==> src/rtl/planar_wr_unit.sv <==
module planar_wr_unit #(
  parameter int NPLANES = 8,
  parameter int AW      = 16
) (
  input  logic                 clk,
  input  logic                 rst_n,
  input  logic                 cfg_we,
  input  logic                 cfg_sel,
  input  logic [7:0]           cfg_wdata,
  input  logic                 wr_valid,
  output logic                 wr_ready,
  input  logic [AW-1:0]        wr_addr,
  input  logic [7:0]           wr_data,
  output logic                 mem_re,
  output logic [NPLANES-1:0]   mem_we,
  output logic [AW-1:0]        mem_addr,
  output logic [8*NPLANES-1:0] mem_wdata,
  input  logic [8*NPLANES-1:0] mem_rdata
);
  typedef enum logic [1:0] {S_IDLE, S_READ, S_WRITE} st_t;

  st_t               st;
  logic [1:0]        pg_q;
  logic              dir_q;
  logic [7:0]        ci_q;
  logic              dir_l;
  logic [7:0]        ci_l;
  logic [7:0]        data_l;
  logic [AW-1:0]     addr_l;
  logic [31:0]       pmask;
  logic              accept;

  assign accept   = wr_valid && (st == S_IDLE);
  assign wr_ready = (st == S_IDLE);
  assign pmask    = (32'd1 << (32'd13 + 32'(pg_q))) - 32'd1;
  assign mem_re   = (st == S_READ);
  assign mem_addr = addr_l;

  always_ff @(posedge clk) begin
    if (!rst_n) begin
      pg_q  <= '0;
      dir_q <= 1'b0;
      ci_q  <= '0;
    end else if (cfg_we) begin
      if (cfg_sel) ci_q <= cfg_wdata;
      else begin
        pg_q  <= cfg_wdata[1:0];
        dir_q <= cfg_wdata[4];
      end
    end
  end

  always_ff @(posedge clk) begin
    if (!rst_n) begin
      st     <= S_IDLE;
      dir_l  <= 1'b0;
      ci_l   <= '0;
      data_l <= '0;
      addr_l <= '0;
    end else begin
      case (st)
        S_IDLE: if (accept) begin
          dir_l  <= dir_q;
          ci_l   <= ci_q;
          data_l <= wr_data;
          addr_l <= wr_addr & pmask[AW-1:0];
          st     <= dir_q ? S_WRITE : S_READ;
        end
        S_READ:  st <= S_WRITE;
        default: st <= S_IDLE;
      endcase
    end
  end

  for (genvar p = 0; p < NPLANES; p++) begin : g_plane
    logic [7:0] old_b, fill_b;
    assign old_b  = mem_rdata[8*p +: 8];
    assign fill_b = (old_b & ~data_l) | (data_l & {8{ci_l[p]}});
    assign mem_wdata[8*p +: 8] = dir_l ? data_l : fill_b;
    assign mem_we[p] = (st == S_WRITE) && (!dir_l || ci_l[p]);
  end
endmodule

==> config.mk <==
export PLATFORM = sky130hd
export DESIGN_NAME = planar_wr_unit
export DESIGN_NICKNAME = d
export VERILOG_FILES = /design/src/rtl/planar_wr_unit.sv
export SDC_FILE = /design/constraint.sdc
export NUM_CORES = 1
export LEC_CHECK = 0
export BUFFER_PORTS_ARGS = -buffer_cell sky130_fd_sc_hd__buf_4
export CAP_MARGIN = 10
export CORE_ASPECT_RATIO = 1.5
export CORE_MARGIN = 1.5
export CORE_UTILIZATION = 45
export CTS_BUF_LIST = sky130_fd_sc_hd__clkbuf_8
export CTS_CLUSTER_DIAMETER = 80
export DETAILED_ROUTE_END_ITERATION = 7
export PLACE_DENSITY = 0.95
export SLEW_MARGIN = 40
export SYNTH_ARGS = -nofsm -noshare
export SYNTH_HDL_FRONTEND = slang
export SYNTH_SLANG_ARGS = --single-unit
==> constraint.sdc <==
create_clock -name clk -period 1.9 [get_ports clk]
set_input_delay 0.285 -clock clk [delete_from_list [all_inputs] [get_ports clk]]
set_output_delay 0.285 -clock clk [all_outputs]
set_load 0.02 [all_outputs]
# Word level (Yosys, flattened, before mapping)
# Index checks and enable logic that the tools add are counted.
# classes
n_addsub	2
eq_ne	3
n_shift	1
n_mux	11
n_bitwise	27
reduce_logical	22
# op_table
op	n
8-bit bitwise AND	16
8-bit two-way mux	8
8-bit OR	8
16-bit bitwise AND	1
1-bit by 5-bit << shifter with 16-bit output (first input constant)	1
16-bit by 1-bit subtractor with 16-bit output (second input constant)	1
1-bit logical AND	9
1-bit logical OR	8
8-bit inverter	1
2-bit AND reduction	3
4-bit by 2-bit adder with 5-bit output (first input constant)	1
2-bit two-way mux	2
2-bit one-hot mux with 2 select lines	1
2-bit by 1-bit == test with 1-bit output (second input constant)	1
2-bit == test (second input constant)	1
2-bit logical NOT	1
2-bit by 1-bit inequality test with 1-bit output (second input constant)	1
1-bit logical NOT	1
1-bit inverter	1
# totals
register_bits	46
input_bits	101
out_inout_bits	90
word_cells	74

# Logic depth before layout (Yosys ltp)
# Gate-level depths: netlist of the first run.
# logic_depth
ltp_word	4
ltp_mapped	5
depth_no_buf	4

# Worst setup path before layout of the first run
# Ideal clock, no wire load.
# synth_path
path_kind	register -> output
from	reg dir_l
to	out mem_wdata[39]
t_arrival_ns	1.104
required_ns	1.615
path_slack_ns	0.511
path_stages_with_launch	5
path_buffers	2
path_cell_list	dfxtp_1 -> buf_6 -> or2_1 -> buf_6 -> a22o_1
# synth_between
elab_chain_cells	1
# synth_rtl
element	line	source
from (decl)	26	logic dir_l;
from (signal assigned)	63	dir_l <= dir_q;
8-bit two-way mux	79	assign mem_wdata[8*p +: 8] = dir_l ? data_l : fill_b;
to (decl)	17	output logic [8*NPLANES-1:0] mem_wdata,
# Every way passes these cells.

# Final worst setup path of the first run
# layout_path
from	reg dir_l
to	out mem_wdata[31]
# The elaborated chain is that of the path after synthesis.

==> results.txt, run 1 <==
- The count of buffers added on input and output ports is 190.
- Critical-path maximum fanout: 19
* Post-synth EDFFs: 0
- For this run, the total global-route usage over all layers was measured as 27.5%.
* CTS sink count: 46
- Net switching is roughly a third of the power.
- Counting the fill cells in the layout gives 448.
- Area fraction of the dominant cell type after synthesis: between 30 and 40%
- Part of the Yosys area used for sequential elements: about 36%
- Worst setup EP type: output port
- Setup repair after global routing left no endpoint under its margin.
- Number of detailed-route iterations in the first pass: 5
- The initialized floorplan defines 33 standard-cell rows.
- Final Slew Violations: 0
- After clock tree synthesis, the clock-pin slew on the worst setup and hold paths is 80 ps.
- Worst clock skew on the final layout: a little under 10 ps
* Highest-count cells in the layout ignoring fill and taps: buf_4 (196), a22o_1 (64), dfxtp_1 (45), nand2_1 (42), nand3_1 (31)
* Diode insertion count for antenna repair: 0
- Yosys printed 0 warnings.
- The cell count after synthesis came out at 321.
- First-pass GRT wire length: ~13,000 um
* Post-detailed-route DRC marker count: 0
- Net count reported at finish: 594
- The synthesized netlist contains 30 unique library cells.
* Part of the total power dissipated in combinational logic: 35.5%
- Data on the critical path arrives at its endpoint at 1550 ps.
- Critical Path, Cell by Cell: or2_2 > a22o_1 > buf_4
- The H-tree was split into 2 levels.
- Clock Power Share: between 20% and 30%
* Final global-route overflow total: 0
* WL final: between 9000 and 10,000 um
* Synth async-reset ratio: 0%
* Power per cell area: 666 mW/mm^2
- Final count of hold timing violations: 0
- Top cells by area, synth: dfxtp_1 (36%), a22o_1 (22%), nand2_1 (6.1%)
- Initial antenna violation count: 0
* Floorplan die area: around 0.0062 mm^2
- Horizontal die dimension: 64.9 um
- The longest clock path from root to sink contains 2 buffers.
- The run finished with clean final reports.
- Pin count of the biggest net entering global routing: 44
* Count of boundary I/O pins: 191
* Worst Path Required: between 1500 and 2000 ps
* Area leader, netlist: dfxtp_1
* Design Area, Final: 0.00412 mm^2
- The post-route netlist has 44.3% of its cells at a drive strength greater than 1.
* Placed inst area: around 0.004 mm^2
* Class of the most critical hold timing path: primary input to flip-flop
- Vias in the first global route: 2,806
* Clock tree from TritonCTS: done
- Post-DRT Antenna Nets: 0
- Once the floorplan was initialized, standard cells occupied 47.1% of the core.
- Relative area change from synthesis to final layout: 59.2%
- Switching pwr: 0.000874 W
* Detailed Route Iter0 Violations: 227
- Final count of negative-setup-slack endpoints: 0
- LEAKAGE: ~1.9 nW
* Worst-Skew Late Latency: 300 ps
- Buffers inserted during post-CTS setup optimization: 0
- The largest individual stage delay along the critical path comes from the cell dfxtp_4.
- The internal power of the cells totals 0.00187 W.
* Clk Tree Root Cell: clkbuf_8
- Register share of total power: about 39%
- Ys flop type: dfxtp_1
- Total negative setup slack: 0 ps
- Avg Vias per Cell: 5.44
* Worst vdd ir: roughly 0.63 mV
* Final period utilization: 96.6%
- Detailed placement ended at an HPWL of 7140 um.
- Placeable core region: roughly 0.0055 mm^2
- The worst setup path is launched from a flip-flop.
- In this run, synthesis produced a sequential element count of 46.
- Vias: roughly 3,100
- The congestion estimate from routability-driven global placement came to 0.845.
- Max cap viols: 0
- Summed instance area of the synthesized netlist: 0.00258 mm^2
* Most common library cell in the layout ignoring fill and taps: buf_4
* Number of buffers created by CTS: 5
- Average wire per standard cell: between 15 and 20 um
- Highest achievable clock rate: around 540 MHz
* Floorplan die height: between 90 and 100 um
* Final core utilization: between 70% and 80%
- The worst setup path is of the flip-flop to output port kind.
- Minimum clock period: 1840 ps
- The largest single stage delay on the critical path is 420 ps.
- Post-synthesis area per instance: 8.05 um^2
[worst max-delay path, delay by kind of cell, from the launching register on]
family | cells | cell delay (ps)
AOI/OAI and AO/OA | 1 | 260
DFF | 1 | 420
and+or+nand+nor | 1 | 420
buffers and inverters | 1 | 160
[sequential cells by signal, summed over array words and instances (netlist names)]
register and cells:
pg_q 2, ci_q 8, st 2, ci_l 8
data_l 8, mem_addr 16, dir_l 1, dir_q 1
[cells by family (layout without fill, tap and decap cells)]
kind of cell	count (synthesis)	in the layout	share of synthesized area, %
AO/OA/AOI/OAI	114	114	32.3
adder cells (fa/ha/maj)	2	2	0.968
buffers and inverters	45	213	8.91
flip-flops	46	46	35.6
multiplexers	4	4	1.55
other	1	4	0.145
AND/OR/NAND/NOR	109	109	20.5
[area by class of cell]
| cell class | instances | area, um^2 | area share, % |
|---|---|---|---|
| multi-input combinational | 233 | 1470 | 35.8 |
| tap | 70 | 87.6 | 2.13 |
| timing repair buffer | 197 | 1490 | 36.2 |
| sequential | 46 | 925 | 22.5 |
| inverter | 8 | 30.0 | 0.730 |
| clock buffer | 5 | 68.8 | 1.67 |
| clock inverter | 3 | 41.3 | 1.00 |
[synth_stat cells (2+ instances only)]
| library cell | n |
|---|---|
| a21boi_0 | 8 |
| a21oi_1 | 9 |
| a22o_1 | 64 |
| buf_2 | 15 |
| buf_6 | 5 |
| clkbuf_1 | 15 |
| dfxtp_1 | 46 |
| ha_1 | 2 |
| inv_1 | 8 |
| mux2i_1 | 4 |
| nand2_1 | 42 |
| nand2b_1 | 2 |
| nand3_1 | 31 |
| nand4_1 | 8 |
| nor2_1 | 8 |
| nor2b_1 | 4 |
| o21ai_0 | 30 |
| o21ai_1 | 2 |
| or2_1 | 2 |
| or2_2 | 6 |
[worst paths after layout]
check	from	end	slack [ps]	cells past startpoint
min	wr_data[7]	data_l[7]	200	3
min reg2reg	mem_addr[2]	mem_addr[2]	460	2
max reg2reg	st[0]	mem_addr[13]	660	4
max	dir_l	mem_wdata[31]	60	3
[routing by layer]
metal	up-vias	track usage (%)	share of wire (%)
met5	-	0	0
met1	1392	27.1	33
met3	20	12.2	13
met2	152	49.7	51
li1	1494	-	-
met4	0	11.3	2.5
[power by group through the flow]
stage          sequential [W]  clock, W  combinational [W]
2_1_floorplan         0.00106         0           0.000527
3_3_place_gp          0.00107         0           0.000956
3_5_place_dp          0.00108         0           0.000967
4_1_cts               0.00105  0.000723           0.000970
5_1_grt               0.00106  0.000767            0.00104
6_report              0.00105  0.000713           0.000974
[stage by stage]
stage               hold WS (ps)  worst slack (ps)  total power (W)  cells
global placement             445               279          0.00203    554
floorplan                    415               511          0.00159    324
detailed placement           455               245          0.00204    554
global route                 196              4.99          0.00287    562
finish                       200              63.8          0.00274    562
CTS                          199              25.7          0.00275    562
[timing repair]
item	in CTS	in global routing
endpoints found under the hold margin	0	0
endpoints found under the setup margin	64	45
hold buffers	0	0
gates cloned	0	0
gates resized for setup	1	9
(Power assumes the default switching activity.)
==> inputs of run 2 (changes only) <==
REMOVE_ABC_BUFFERS = 1   (was not set)
==> results.txt, run 2 (same netlist as run 1, synthesis figures left out) <==
- Post-DRT Antenna Nets: 0
- Internal power: 0.00205 W
* Class of the most critical hold timing path: primary input to flip-flop
- Of all nets on the critical path, the largest fanout is 21.
* Clock Power Share: 30.6%
- Max FFs per register: 16
- Worst-Skew Late Latency: around 300 ps
- Fill cell count: approximately 430
* Final count of negative-setup-slack endpoints: 0
- Placed wire-length estimate: 7380 um
* Sequential cell area: 921 um^2
* First-pass GRT wire length: around 14,000 um
* Most common library cell in the layout ignoring fill and taps: buf_4
- Across the routed clock network, the largest skew measured is ~6.8 ps.
- At the pin with the least slew margin, the transition time is 712 ps.
- For this design, the sink count on the clock tree is 46.
* Status: finished clean
- In this run the tightest slew margin relative to its limit is a little over half.
- Compared with the post-synthesis result, the final layout area differs by 61.8%.
- STA classifies the critical path startpoint as a flip-flop.
* Count of standard-cell rows: 33
* Net count reported at finish: approximately 600
- In this run the standard cell core region covers ~0.0055 mm^2.
- Worst setup EP type: output port
- TritonCTS built the clock tree.
* Buf/Inv on CP: 2
- The final number of hold-violating endpoints came to 0.
- Clk Tree Root Cell: clkbuf_8
- Total negative setup slack: 0 ps
- The floorplan step defined a die boundary enclosing between 0.006 and 0.007 mm^2.
- Critical path arrival: 1520 ps
* Number of buffers between clock root and the deepest sink: 2
- The finished cells cover 0.00418 mm^2.
- For this configuration, the core starts out at a cell density of between 40% and 50%.
* Part of the total power dissipated in combinational logic: 34.0%
- Placed inst area: between 0.003 and 0.004 mm^2
- Average wire per standard cell: 17.3 um
- Power comes to 0.00296 W.
- VDD sags by at most 0.635 mV.
* GRT Overall Usage: 30.0%
* Cell at the slowest stage of the critical path: dfxtp_1
* Number of detailed-route iterations in the first pass: 5
- Measured along the x axis, the die boundary spans 64.9 um.
- Register clock-pin slew on the reported worst setup and hold paths: 90 ps
- In the routed layout, each cell is associated on average with a via count of approximately 5.6.
* Count of boundary I/O pins: approximately 190
* PortBufs: 190
* Switching pwr: 0.000907 W
- The initial antenna violation count came to 0.
- The number of clock buffers added by TritonCTS is 5.
- In the detailed route, the total length drawn on met3 is 1010 um.
- Pin count of the biggest net entering global routing: 80
- After detailed routing, the total wire length is between 9000 and 10,000 um.
- Grouping stages by cell kind, the critical path spends the most delay in flip-flops.
- The tool flagged a number of max-cap violations equal to 0.
- The via count of the first global-routing pass came to 3,066.
* Unrepaired setup endpoints after global routing: false
- LEAKAGE: 1.97 nW
- Final Slew Violations: 0
- Cells with a size suffix above 1 make up 45.2% of the layout.
* Highest achievable clock rate: 555 MHz
* Worst setup path class: flip-flop to output port
- The highest metal layer carrying signal wires in the routed design is met4.
* Register share of total power: 35.4%
- After clock tree synthesis, the flow added hold-fix buffers numbering 0.
- Traced cell by cell, the critical path runs through buf_6 > or2_4 > a22o_1 > buf_4.
- Power per cell area: 708 mW/mm^2
* Switching fraction of total power: 30.6%
* Diode insertion count for antenna repair: 0
- H-tree lvl count: 2
- Hold Worst Slack: 201 ps
* Vias: roughly 3,200
* Worst Path Required: ~1600 ps
* Minimum clock period: 1800 ps
- Area occupied by multi-input gates: 0.00149 mm^2
- The congestion estimate from routability-driven global placement came to 0.873.
* Post-detailed-route DRC marker count: 0
- For this run the aggregate overflow at the end of global routing stands at 0.
* Met2 Routed Length: 4990 um
* Final period utilization: 94.9%
* Sum of routed wire segments on met1: 3540 um
- For this block, the initial DRC count from the detailed router was ~180.
- On the worst path, the slowest cell contributes a delay of between 300 and 400 ps.
- Floorplan die height: 95.8 um
- In the layout the commonest cells are buf_4 (200), a22o_1 (64), dfxtp_1 (46), nand2_1 (42), nand3_1 (31).
[run 2: changes by cell type in the layout (fill, tap and decap cells not counted), moves of 2 or more]
cell	change
or2_2	-3
buf_4	+4
or2_4	+5
or2_1	-2
[run 2: metal layers]
layer  vias up  GRT usage (%)
met1      1461           31.5
met4         0           14.4
met5         -              0
met2       173           52.9
met3        26           10.5
li1       1511              -
[run 2: worst register-to-register path, delay by kind of cell (launching register included)]
kind            cells  cell delay (ps)
flops               1              370
buf+inv             1              380
simple gates        2              340
compound gates      1              130
[run 2: metrics by stage]
step / std cells / utilization (%) / setup WS [ps]
after global routing: 566 / 76.2 / 45.3
after floorplan: 287 / - / -598
final: 566 / 76.2 / 96.7
after global placement: 558 / 72.8 / 268
after detailed placement: 558 / 72.8 / 287
after CTS: 566 / 75.9 / 6.28
[run 2: worst paths after layout]
check	slack, ps	depth (start not counted)	to	from
worst min-delay path	200	3	data_l[3]	wr_data[3]
worst min register to register	460	2	mem_addr[4]	mem_addr[4]
worst max-delay path	100	4	mem_wdata[53]	dir_l
worst max register to register	580	4	ci_l[7]	st[0]
[run 2: final cells by class]
cell class	count	area share, %
Inverter	8	0.718
Clock buffer	6	1.97
Clock inverter	2	1.44
Multi-Input combinational cell	233	35.6
Timing Repair Buffer	201	36.2
Tap cell	70	2.09
Sequential cell	46	22.0
[run 2: what timing repair did]
item / CTS / global route
resized for setup: 10 / 5
gates cloned: 0 / 0
setup endpoints to repair: 25 / 27
pin swaps: 0 / 2
setup buffers: 0 / 0
[run 2: power by group through the flow]
stage / Sequential (W) / Combinational [W] / Clock, W
finish: 0.00105 / 0.00101 / 0.000907
CTS: 0.00105 / 0.000997 / 0.000918
detailed placement: 0.00107 / 0.000987 / 0
global placement: 0.00106 / 0.000972 / 0
floorplan: 0.00109 / 0.000442 / 0
global route: 0.00106 / 0.00106 / 0.000960
